### src/rtl/cfg_req_pkg.sv
package cfg_req_pkg;

  localparam int DW_W   = 32;
  localparam int BEAT_W = 2 * DW_W;
  localparam int BYTE_W = 8;
  localparam int LANES  = DW_W / BYTE_W;
  localparam int FOFF_W = 16;

  localparam logic [7:0] FMT_RD_T0 = 8'h04;
  localparam logic [7:0] FMT_WR_T0 = 8'h44;
  localparam logic [7:0] FMT_RD_T1 = 8'h05;
  localparam logic [7:0] FMT_WR_T1 = 8'h45;

  localparam logic [7:0] TAG_RD = 8'h1D;
  localparam logic [7:0] TAG_WR = 8'h10;

  localparam logic [9:0]        LEN_ONE      = 10'd1;
  localparam logic [FOFF_W-1:0] PRI_BUS_OFF  = 16'h0018;

  localparam logic [1:0] CTL_NONE  = 2'b00;
  localparam logic [1:0] CTL_START = 2'b01;
  localparam logic [1:0] CTL_END   = 2'b10;

  typedef enum logic [1:0] {
    ST_IDLE = 2'd0,
    ST_HEAD = 2'd1,
    ST_ADDR = 2'd2,
    ST_DATA = 2'd3
  } beat_st_e;

  typedef struct packed {
    logic [7:0]        bus;
    logic [7:0]        devfn;
    logic [FOFF_W-1:0] off;
    logic [1:0]        size;
    logic              wr;
    logic [DW_W-1:0]   wdata;
  } cfg_req_t;

endpackage

### src/rtl/cfg_req_hdr.sv
module cfg_req_hdr
  import cfg_req_pkg::*;
(
  input  cfg_req_t        req,
  input  logic [7:0]      root_bus,
  output logic [DW_W-1:0] dw0,
  output logic [DW_W-1:0] dw1,
  output logic [DW_W-1:0] dw2,
  output logic [DW_W-1:0] data_lane,
  output logic            qw_aligned_wr,
  output logic            hits_pri_bus
);

  logic [1:0]        byte_sel;
  logic [7:0]        be_base;
  logic [7:0]        be;
  logic [LANES-1:0]  lane_keep;
  logic [DW_W-1:0]   masked;
  logic [DW_W-1:0]   shifted;
  logic              type0;
  logic [7:0]        fmt;
  logic [FOFF_W-1:0] off_dw;

  assign byte_sel = req.off[1:0];
  assign off_dw   = {req.off[FOFF_W-1:2], 2'b00};
  assign type0    = (req.bus == root_bus);

  always_comb begin
    case (req.size)
      2'd0:    be_base = 8'h01;
      2'd1:    be_base = 8'h03;
      default: be_base = 8'h0F;
    endcase
    if (req.size[1]) be = be_base;
    else             be = 8'(be_base << byte_sel);
  end

  for (genvar i = 0; i < LANES; i++) begin : g_lane
    if (i == 0) begin : g_first
      assign lane_keep[i] = 1'b1;
    end else if (i == 1) begin : g_second
      assign lane_keep[i] = (req.size != 2'd0);
    end else begin : g_upper
      assign lane_keep[i] = req.size[1];
    end
    assign masked[i*BYTE_W +: BYTE_W] =
      lane_keep[i] ? req.wdata[i*BYTE_W +: BYTE_W] : '0;
  end

  assign shifted = DW_W'(masked << {byte_sel, 3'b000});

  always_comb begin
    case ({req.wr, type0})
      2'b01:   fmt = FMT_RD_T0;
      2'b00:   fmt = FMT_RD_T1;
      2'b11:   fmt = FMT_WR_T0;
      default: fmt = FMT_WR_T1;
    endcase
  end

  assign dw0 = {fmt, 14'd0, LEN_ONE};
  assign dw1 = {root_bus, 8'h00, (req.wr ? TAG_WR : TAG_RD), be};
  assign dw2 = {req.bus, req.devfn, off_dw};

  assign data_lane     = req.wr ? shifted : '0;
  assign qw_aligned_wr = req.wr && (req.off[2:0] == 3'b000);
  assign hits_pri_bus  = req.wr && type0 && (off_dw == PRI_BUS_OFF);

endmodule

### src/rtl/cfg_req_seq.sv
module cfg_req_seq
  import cfg_req_pkg::*;
(
  input  logic     clk,
  input  logic     rst_n,
  input  logic     start,
  input  logic     three_beat,
  input  logic     tx_ready,
  output beat_st_e state,
  output logic     busy,
  output logic     last_taken
);

  beat_st_e state_q;
  beat_st_e state_d;

  always_comb begin
    state_d = state_q;
    case (state_q)
      ST_IDLE: if (start)    state_d = ST_HEAD;
      ST_HEAD: if (tx_ready) state_d = ST_ADDR;
      ST_ADDR: if (tx_ready) state_d = three_beat ? ST_DATA : ST_IDLE;
      ST_DATA: if (tx_ready) state_d = ST_IDLE;
      default:               state_d = ST_IDLE;
    endcase
  end

  always_ff @(posedge clk or negedge rst_n) begin
    if (!rst_n) state_q <= ST_IDLE;
    else        state_q <= state_d;
  end

  assign state      = state_q;
  assign busy       = (state_q != ST_IDLE);
  assign last_taken = tx_ready &&
                      (((state_q == ST_ADDR) && !three_beat) || (state_q == ST_DATA));

endmodule

### src/rtl/cfg_req_rootbus.sv
module cfg_req_rootbus #(
  parameter logic [7:0] RST_VAL = 8'h00
) (
  input  logic       clk,
  input  logic       rst_n,
  input  logic       upd_en,
  input  logic [7:0] upd_val,
  output logic [7:0] root_bus
);

  logic [7:0] bus_q;
  logic [7:0] bus_d;

  always_comb begin
    bus_d = bus_q;
    if (upd_en) bus_d = upd_val;
  end

  always_ff @(posedge clk or negedge rst_n) begin
    if (!rst_n) bus_q <= RST_VAL;
    else        bus_q <= bus_d;
  end

  assign root_bus = bus_q;

endmodule

### src/rtl/cfg_req_gen.sv
module cfg_req_gen
  import cfg_req_pkg::*;
#(
  parameter int         OFF_W        = 12,
  parameter logic [7:0] ROOT_BUS_RST = 8'h00
) (
  input  logic              clk,
  input  logic              rst_n,
  input  logic              req_valid,
  output logic              req_ready,
  input  logic [7:0]        req_bus,
  input  logic [7:0]        req_devfn,
  input  logic [OFF_W-1:0]  req_off,
  input  logic [1:0]        req_size,
  input  logic              req_write,
  input  logic [DW_W-1:0]   req_wdata,
  output logic              tx_valid,
  input  logic              tx_ready,
  output logic [BEAT_W-1:0] tx_data,
  output logic [1:0]        tx_ctl,
  output logic [7:0]        root_bus
);

  localparam int OFF_PAD = FOFF_W - OFF_W;

  cfg_req_t        cur_q;
  cfg_req_t        cur_d;
  cfg_req_t        in_req;
  beat_st_e        state;
  logic            busy;
  logic            last_taken;
  logic            accept;
  logic [DW_W-1:0] dw0;
  logic [DW_W-1:0] dw1;
  logic [DW_W-1:0] dw2;
  logic [DW_W-1:0] data_lane;
  logic            three_beat;
  logic            hits_pri_bus;

  assign in_req = '{bus:   req_bus,
                    devfn: req_devfn,
                    off:   {{OFF_PAD{1'b0}}, req_off},
                    size:  req_size,
                    wr:    req_write,
                    wdata: req_wdata};

  assign req_ready = !busy;
  assign accept    = req_valid && !busy;

  always_comb begin
    cur_d = cur_q;
    if (accept) cur_d = in_req;
  end

  always_ff @(posedge clk or negedge rst_n) begin
    if (!rst_n) cur_q <= '0;
    else        cur_q <= cur_d;
  end

  cfg_req_hdr u_hdr (
    .req           (cur_q),
    .root_bus      (root_bus),
    .dw0           (dw0),
    .dw1           (dw1),
    .dw2           (dw2),
    .data_lane     (data_lane),
    .qw_aligned_wr (three_beat),
    .hits_pri_bus  (hits_pri_bus)
  );

  cfg_req_seq u_seq (
    .clk        (clk),
    .rst_n      (rst_n),
    .start      (accept),
    .three_beat (three_beat),
    .tx_ready   (tx_ready),
    .state      (state),
    .busy       (busy),
    .last_taken (last_taken)
  );

  cfg_req_rootbus #(
    .RST_VAL (ROOT_BUS_RST)
  ) u_root (
    .clk      (clk),
    .rst_n    (rst_n),
    .upd_en   (last_taken && hits_pri_bus),
    .upd_val  (data_lane[7:0]),
    .root_bus (root_bus)
  );

  always_comb begin
    tx_data = '0;
    tx_ctl  = CTL_NONE;
    case (state)
      ST_HEAD: begin
        tx_data = {dw1, dw0};
        tx_ctl  = CTL_START;
      end
      ST_ADDR: begin
        if (three_beat) begin
          tx_data = {{DW_W{1'b0}}, dw2};
          tx_ctl  = CTL_NONE;
        end else begin
          tx_data = {data_lane, dw2};
          tx_ctl  = CTL_END;
        end
      end
      ST_DATA: begin
        tx_data = {{DW_W{1'b0}}, data_lane};
        tx_ctl  = CTL_END;
      end
      default: begin
        tx_data = '0;
        tx_ctl  = CTL_NONE;
      end
    endcase
  end

  assign tx_valid = busy;

endmodule

### config.mk
export PLATFORM = sky130hd
export DESIGN_NAME = cfg_req_gen
export DESIGN_NICKNAME = d
export VERILOG_FILES = /design/src/rtl/cfg_req_pkg.sv /design/src/rtl/cfg_req_hdr.sv /design/src/rtl/cfg_req_seq.sv /design/src/rtl/cfg_req_rootbus.sv /design/src/rtl/cfg_req_gen.sv
export SDC_FILE = /design/constraint.sdc
export NUM_CORES = 1
export LEC_CHECK = 0
export BUFFER_PORTS_ARGS = -buffer_cell sky130_fd_sc_hd__buf_2
export CAP_MARGIN = 20
export CORE_MARGIN = 2
export CORE_UTILIZATION = 25
export DETAILED_ROUTE_END_ITERATION = 8
export SYNTH_ARGS = -nofsm -noshare
export SYNTH_HDL_FRONTEND = slang
export SYNTH_SLANG_ARGS = --single-unit
### constraint.sdc
create_clock -name clk -period 2.7 [get_ports clk]
set_clock_uncertainty 0.2 [all_clocks]
set_input_delay 0.405 -clock clk [delete_from_list [all_inputs] [get_ports clk]]
set_output_delay 0.405 -clock clk [all_outputs]
set_load 0.02 [all_outputs]
==> metrics.csv, run 1 <==
stage,metric,value,unit
run_status,outcome,completed,
layout,Layout fillers,1727,
power_and_ir_drop,sequential share of power,0.285,
setup_path,Crit Path Class,flop to primary output,
drt,Via density,4.98,
clocking,Num CTS Buffers,9,
yosys,library cells used by synthesis,45,
placement,placed cells,760,
setup_path,critical path startpoint,cur_q[34],
yosys,Seq cells post-synth,73,
clocking,Clock Path Buffers,2,
layout,Final #Nets,624,
yosys,Synth Net Count,472,
global_routing,met2 Resource Use GR,0.279,
global_routing,total track usage,0.169,
power_and_ir_drop,Sw Ratio,0.439,
layout,layout cells sized above 1,0.511,
global_routing,initial antenna violation count,0,
hold_path,WHS Path Cells,2,
yosys,Synth Cell Area,4280,um^2
setup_path,max incr delay on CP,0.49,ns
setup_path,worst-path cell chain,"or2_2, a22oi_1, a21oi_1, a22o_1, buf_2",
power_and_ir_drop,Cell Int Power,0.00421,W
clocking,Root Buffer,clkbuf_16,
drt,via count,3894,
clocking,Clock Latency Late Sink,0.35,ns
yosys,Post-Synthesis Cells,405,
run,Max Cap Viol,0,
setup_path,Critical Path AT,2.06,ns
clocking,"Reg clk slew, reported paths",0.06,ns
power_and_ir_drop,Logic pwr share,0.540,
setup_path,Startpoint Class,flop,
timing,Max-Slew Margin vs Limit,0.595,
timing,RSZ-0062 raised after global routing,yes,
drt,DRT Pass-1 Iters,5,
timing,Tightest Pin Transition,0.604,ns
timing,final number of setup-violating endpoints,0,
floorplanning,initial core utilization,0.257,
clocking,CTS tree,yes,
layout,"commonest cells after routing, fill and taps aside","buf_2 (142), dfrtp_1 (69), mux2_2 (65), buf_4 (25), nor2b_1 (24)",
global_routing,met3 Resource Use GR,0.0529,
drt,Detail Route Antenna Nets,0,
layout,fin cells,782,
floorplanning,Die Y,135,um
layout,Area Overhead vs Synth,34.8,%
floorplanning,core area,16600,um^2
setup_path,crit end category,primary output,
drt,First DRT Iteration DRCs,218,
yosys,"Avg Cell Area, Syn",10.6,um^2
global_routing,wire length of the first global-routing pass,23000,um
placement,DPL Wire Length,12000,um
drt,total wire length,15200,um
timing,fin crit share,0.986,
drt,drt wl/cell,19.4,um
floorplanning,Site Rows,47,
setup_path,R2R depth,6,
power_and_ir_drop,switching pwr,0.00330,W
yosys,asr flop ratio synth,1.00,
clocking,clock sinks,73,
placement,I/O Buffers,142,
yosys,"Top FF cell, synth",dfrtp_1,
setup_path,Critical Path RT,2.10,ns
floorplanning,Ports,143,
setup_path,CP max stage cell,dfrtp_2,
power_and_ir_drop,power per cell area,1300,nW/um^2
layout,"commonest non-fill, non-tap cell in the layout",buf_2,
timing,Setup WS post-layout,0.0369,ns
timing,Peak Freq,376,MHz
clocking,CTS H-tree lvls,3,
hold_path,Hold Path Class,input port to flop,
timing,Setup TNS,0,ns
global_routing,largest net degree at the start of global routing,57,
power_and_ir_drop,Pleak,2.61,nW
placement,Place WS,0.201,ns
power_and_ir_drop,clock share of power,0.176,
global_routing,met1 GRT Util,0.217,
timing,Hold Fails Final Rpt,0,
yosys,dominant cell type by area after synthesis,dfrtp_1,
floorplanning,Die Wd,135,um
drt,DR DRC count,0,
placement,Placer Congestion,0.886,
yosys,"EDFF count, synth",0,
yosys,Yosys top cell area share,0.427,
layout,Diodes inserted,0,
yosys,sequential area share after synthesis,0.427,
hold_path,Worst Hold Launch,req_devfn[6],
yosys,largest cells by area after synthesis,"dfrtp_1 (43%), mux2_2 (17%), nor2b_1 (3.7%)",
setup_path,CP max FO,12,
floorplanning,die area,18200,um^2
setup_path,R2R Setup Slk,0.31,ns
global_routing,vias in the first global route,3959,
setup_path,Reg-to-Reg Start,u_seq.state[1],
yosys,YS warnings,0,
global_routing,grt ovf,0,
timing,fin crit period,2.66,ns
timing,Slew Limit Fails,0,
power_and_ir_drop,Worst VDD drop,480,uV
global_routing,GRT busiest layer,met2,
routing by layer:
layer | up-vias | share of wire
li1 | 1765 | -
met1 | 1955 | 0.42
met2 | 162 | 0.49
met3 | 12 | 0.081
met4 | 0 | 0.011
met5 | - | 0
power groups by stage:
| stage | clock network [W] | logic (W) | registers [W] |
|---|---|---|---|
| final | 0.00132 | 0.00406 | 0.00214 |
| after global routing | 0.00139 | 0.00437 | 0.00221 |
| after CTS | 0.00135 | 0.00387 | 0.00213 |
| after detailed placement | 0 | 0.00383 | 0.00214 |
| after global placement | 0 | 0.00378 | 0.00210 |
| after floorplan | 0 | 0.00272 | 0.00186 |
metrics by stage:
step / hold WS (ns) / instance area, um^2 / utilization / total power (W)
floorplan: -0.0906 / 4280 / - / 0.00458
global placement: 0.234 / 5310 / 0.319 / 0.00588
detailed placement: 0.238 / 5310 / 0.319 / 0.00596
CTS: 0.0696 / 5670 / 0.341 / 0.00735
global route: 0.0832 / 5770 / 0.346 / 0.00797
finish: 0.0779 / 5770 / 0.346 / 0.00752
critical path: cells and delay by family, from the launching register on:
kind	cells	cell delay (ns)
flops	1	0.49
buf+inv	1	0.16
simple gates	1	0.40
compound gates	3	0.67
sequential cells by signal (all words and copies together), names as in the netlist:
name and count:
u_root.root_bus 8, cur_q 63, u_seq.state 2
cell families after synthesis:
logic type,after synthesis,synth area share
xor gates and xnor gates,8,0.0164
buffers and inverters,37,0.0398
muxes,82,0.221
AOI/OAI and AO/OA,91,0.146
and+or+nand+nor,114,0.150
DFF,73,0.427
cell usage after synthesis (2+ instances only):
cell       n
mux2_2    65
a22oi_1    5
dfrtp_1   73
or2_2      3
a32oi_1    4
xnor2_1    8
a21oi_1   21
mux2i_1   11
nor2b_1   25
buf_1      5
and3_1    10
mux2_1     3
nor2_1    25
a22o_1    15
clkbuf_1  11
nand3_1    6
o21a_1     9
and2_1     2
o22ai_1    5
buf_6      2
nand4_1    2
inv_1      6
o21ai_0   18
a21boi_0   5
mux4_2     3
buf_2     13
nand3b_1   4
a211oi_1   5
nand2_1   21
nand2b_1   5
worst paths after layout:
| kind | to |
|---|---|
| min reg2reg | cur_q[53] |
| min in group asynchronous | u_root.root_bus[4] |
| max in group asynchronous | cur_q[35] |
| max | tx_data[57] |
| max reg2reg | u_root.root_bus[7] |
| min | cur_q[57] |
cell type report:
| type | count | area, um^2 | share of cell area |
|---|---|---|---|
| multi-input combinational | 295 | 2350 | 0.407 |
| sequential | 73 | 1830 | 0.318 |
| timing repair buffer | 172 | 956 | 0.166 |
| tap | 220 | 275 | 0.0477 |
| clock buffer | 10 | 239 | 0.0414 |
| clock inverter | 6 | 91.3 | 0.0158 |
| inverter | 6 | 26.3 | 0.00456 |
repair_timing:
item,4_1_cts,5_1_grt
gates resized for setup,8,18
pin swaps,1,1
endpoints found under the hold margin,23,0
hold buffers,1,0
endpoints found under the setup margin,23,27
buffers inserted,0,5
Power figures use the tool's default switching activity.
==> inputs of run 2 (changes only) <==
--- a/config.mk
+++ b/config.mk
@@ -7,7 +7,6 @@
 export LEC_CHECK = 0
 export BUFFER_PORTS_ARGS = -buffer_cell sky130_fd_sc_hd__buf_2
 export CAP_MARGIN = 20
-export CORE_MARGIN = 2
 export CORE_UTILIZATION = 25
 export DETAILED_ROUTE_END_ITERATION = 8
 export SYNTH_ARGS = -nofsm -noshare
==> metrics.csv, run 2 (synthesis gave the netlist of run 1 again) <==
stage,metric,value,unit,change
placement,I/O Buffers,142,,unchanged
clocking,Num CTS Buffers,9,,unchanged
power_and_ir_drop,Tot Pwr,0.00767,W,was 0.00752 W
power_and_ir_drop,Pleak,2.65,nW,was 2.61 nW
drt,DR DRC count,0,,unchanged
floorplanning,Ports,143,,unchanged
setup_path,R2R depth,5,,was 6
layout,"commonest non-fill, non-tap cell in the layout",buf_2,,unchanged
setup_path,crit end category,primary output,,unchanged
drt,via count,3846,,was 3894
drt,total wire length,15000,um,was 15200 um
setup_path,R2R Path End,u_root.root_bus[4],,was u_root.root_bus[7]
hold_path,Hold Path End,cur_q[0],,was cur_q[57]
power_and_ir_drop,sequential share of power,0.279,,was 0.285
global_routing,grt ovf,0,,unchanged
floorplanning,core area,16600,um^2,unchanged
power_and_ir_drop,clock share of power,0.192,,was 0.176
setup_path,Critical Path AT,2.03,ns,was 2.06 ns
timing,Hold Fails Final Rpt,0,,unchanged
setup_path,R2R Setup Slk,0.46,ns,was 0.31 ns
timing,fin crit period,2.63,ns,was 2.66 ns
layout,Diodes inserted,0,,unchanged
layout,area taken by multi-input logic gates,2340,um^2,was 2350 um^2
layout,Final #Nets,624,,unchanged
global_routing,wire length of the first global-routing pass,22900,um,was 23000 um
global_routing,largest net degree at the start of global routing,57,,unchanged
placement,Post-DP Area,5290,um^2,was 5310 um^2
power_and_ir_drop,Sw Ratio,0.425,,was 0.439
power_and_ir_drop,switching pwr,0.00326,W,was 0.00330 W
floorplanning,initial core utilization,0.257,,unchanged
power_and_ir_drop,Worst VDD drop,482,uV,was 480 uV
timing,Max-Slew Margin vs Limit,0.580,,was 0.595
layout,"commonest cells after routing, fill and taps aside","buf_2 (142), dfrtp_1 (70), mux2_2 (65), nor2b_1 (24), buf_4 (24)",,"was buf_2 (142), dfrtp_1 (69), mux2_2 (65), buf_4 (25), nor2b_1 (24)"
power_and_ir_drop,Logic pwr share,0.529,,was 0.540
clocking,Root Buffer,clkbuf_16,,unchanged
floorplanning,Site Rows,47,,unchanged
timing,Tightest Pin Transition,0.630,ns,was 0.604 ns
setup_path,Startpoint Class,flop,,unchanged
layout,layout cells sized above 1,0.506,,was 0.511
global_routing,total track usage,0.175,,was 0.169
clocking,"Reg clk slew, reported paths",0.06,ns,about the same
timing,fin crit share,0.976,,was 0.986
layout,largest register by flop count,cur_q,,unchanged
run,Max Cap Viol,0,,unchanged
run_status,outcome,completed,,unchanged
drt,DRT Pass-1 Iters,5,,unchanged
clocking,Clock Latency Late Sink,0.33,ns,was 0.35 ns
power_and_ir_drop,Cell Int Power,0.00441,W,was 0.00421 W
setup_path,Reg-to-Reg Start,u_seq.state[1],,unchanged
drt,First DRT Iteration DRCs,214,,was 218
hold_path,Worst Hold Launch,req_wdata[0],,was req_devfn[6]
layout,max FFs per register,63,,unchanged
layout,FF+latch area,1830,um^2,about the same
timing,final number of setup-violating endpoints,0,,unchanged
hold_path,WHS Path Cells,3,,was 2
clocking,Clock Path Buffers,2,,unchanged
drt,Via density,4.92,,was 4.98
setup_path,Crit Path Class,flop to primary output,,unchanged
setup_path,CP max FO,8,,was 12
floorplanning,die area,17600,um^2,was 18200 um^2
drt,drt wl/cell,19.3,um,was 19.4 um
clocking,CTS tree,yes,,unchanged
clocking,CTS H-tree lvls,3,,unchanged
clocking,clock sinks,73,,unchanged
global_routing,initial antenna violation count,0,,unchanged
power_and_ir_drop,power per cell area,1320,nW/um^2,was 1300 nW/um^2
placement,Placer Congestion,0.868,,was 0.886
layout,final instance area,5820,um^2,was 5770 um^2
floorplanning,Die Wd,133,um,was 135 um
setup_path,Critical Path RT,2.10,ns,about the same
layout,Area Overhead vs Synth,36.2,%,was 34.8%
drt,Detail Route Antenna Nets,0,,unchanged
floorplanning,Die Y,133,um,was 135 um
timing,Slew Limit Fails,0,,unchanged
timing,Peak Freq,380,MHz,was 376 MHz
global_routing,vias in the first global route,3941,,was 3959
layout,Layout fillers,1679,,was 1727
hold_path,Hold Path Class,input port to flop,,unchanged
placement,DPL Wire Length,11800,um,was 12000 um
-- run 2: cell count changes in the layout (fill, tap and decap cells not counted), sizes merged --
cell | previous run | this run
clkinvlp | 4 | 2
clkinv | 1 | 0
bufinv | 2 | 4
clkbuf | 11 | 10
buf | 170 | 171
-- run 2: power groups by stage --
stage               clock (W)  combinational [W]  sequential [W]
detailed placement          0            0.00377         0.00214
CTS                   0.00150            0.00385         0.00213
floorplan                   0            0.00272         0.00186
finish                0.00147            0.00406         0.00214
global route          0.00157            0.00436         0.00222
global placement            0            0.00370         0.00211
-- run 2: worst max path at each step --
| stage | from | to | cells past startpoint |
|---|---|---|---|
| after CTS | cur_q[36] | tx_data[10] | 4 |
| after floorplan | u_seq.state[0] | tx_data[44] | 6 |
| after global placement | cur_q[36] | tx_data[60] | 5 |
| after global routing | cur_q[35] | tx_data[33] | 6 |
| after detailed placement | cur_q[36] | tx_data[59] | 5 |
| final | cur_q[33] | tx_data[29] | 5 |
-- run 2: cell type report --
class / count / area share
timing repair buffer: 172 / 0.169
clock buffer: 10 / 0.0410
multi-input combinational: 295 / 0.402
clock inverter: 5 / 0.0219
tap: 220 / 0.0473
inverter: 6 / 0.00451
sequential: 73 / 0.314
-- run 2: critical path: stages, from the launching register on --
cell and delay (ns):
dfrtp_1 0.48, or2_2 0.40, a22oi_2 0.20, a21oi_1 0.20, a22o_1 0.25, buf_2 0.16
-- run 2: timing repair --
item,4_1_cts,5_1_grt
gates cloned,0,0
setup buffers,3,5
endpoints found under the setup margin,18,33
gates resized for setup,7,23
pin swaps,0,0
endpoints found under the hold margin,22,0
hold buffers,1,0
-- run 2: metrics by stage --
stage	setup TNS (ns)	util	setup WS (ns)	instances	hold slack (ns)
finish	0	0.350	0.0661	781	0.0758
global route	-0.0120	0.350	-0.00664	781	0.0789
CTS	-0.0163	0.343	-0.00981	776	0.0606
detailed placement	0	0.318	0.258	757	0.257
global placement	0	0.318	0.317	757	0.249
floorplan	0	-	0.221	405	-0.0906
-- run 2: layer usage --
| metal | track usage | wire length, um | vias to the layer above | part of all wire |
|---|---|---|---|---|
| li1 | - | - | 1773 | - |
| met1 | 0.226 | 6380 | 1865 | 0.42 |
| met2 | 0.277 | 7070 | 188 | 0.47 |
| met3 | 0.0529 | 1260 | 20 | 0.084 |
| met4 | 0.0530 | 333 | 0 | 0.022 |
| met5 | 0 | 0 | - | 0 |
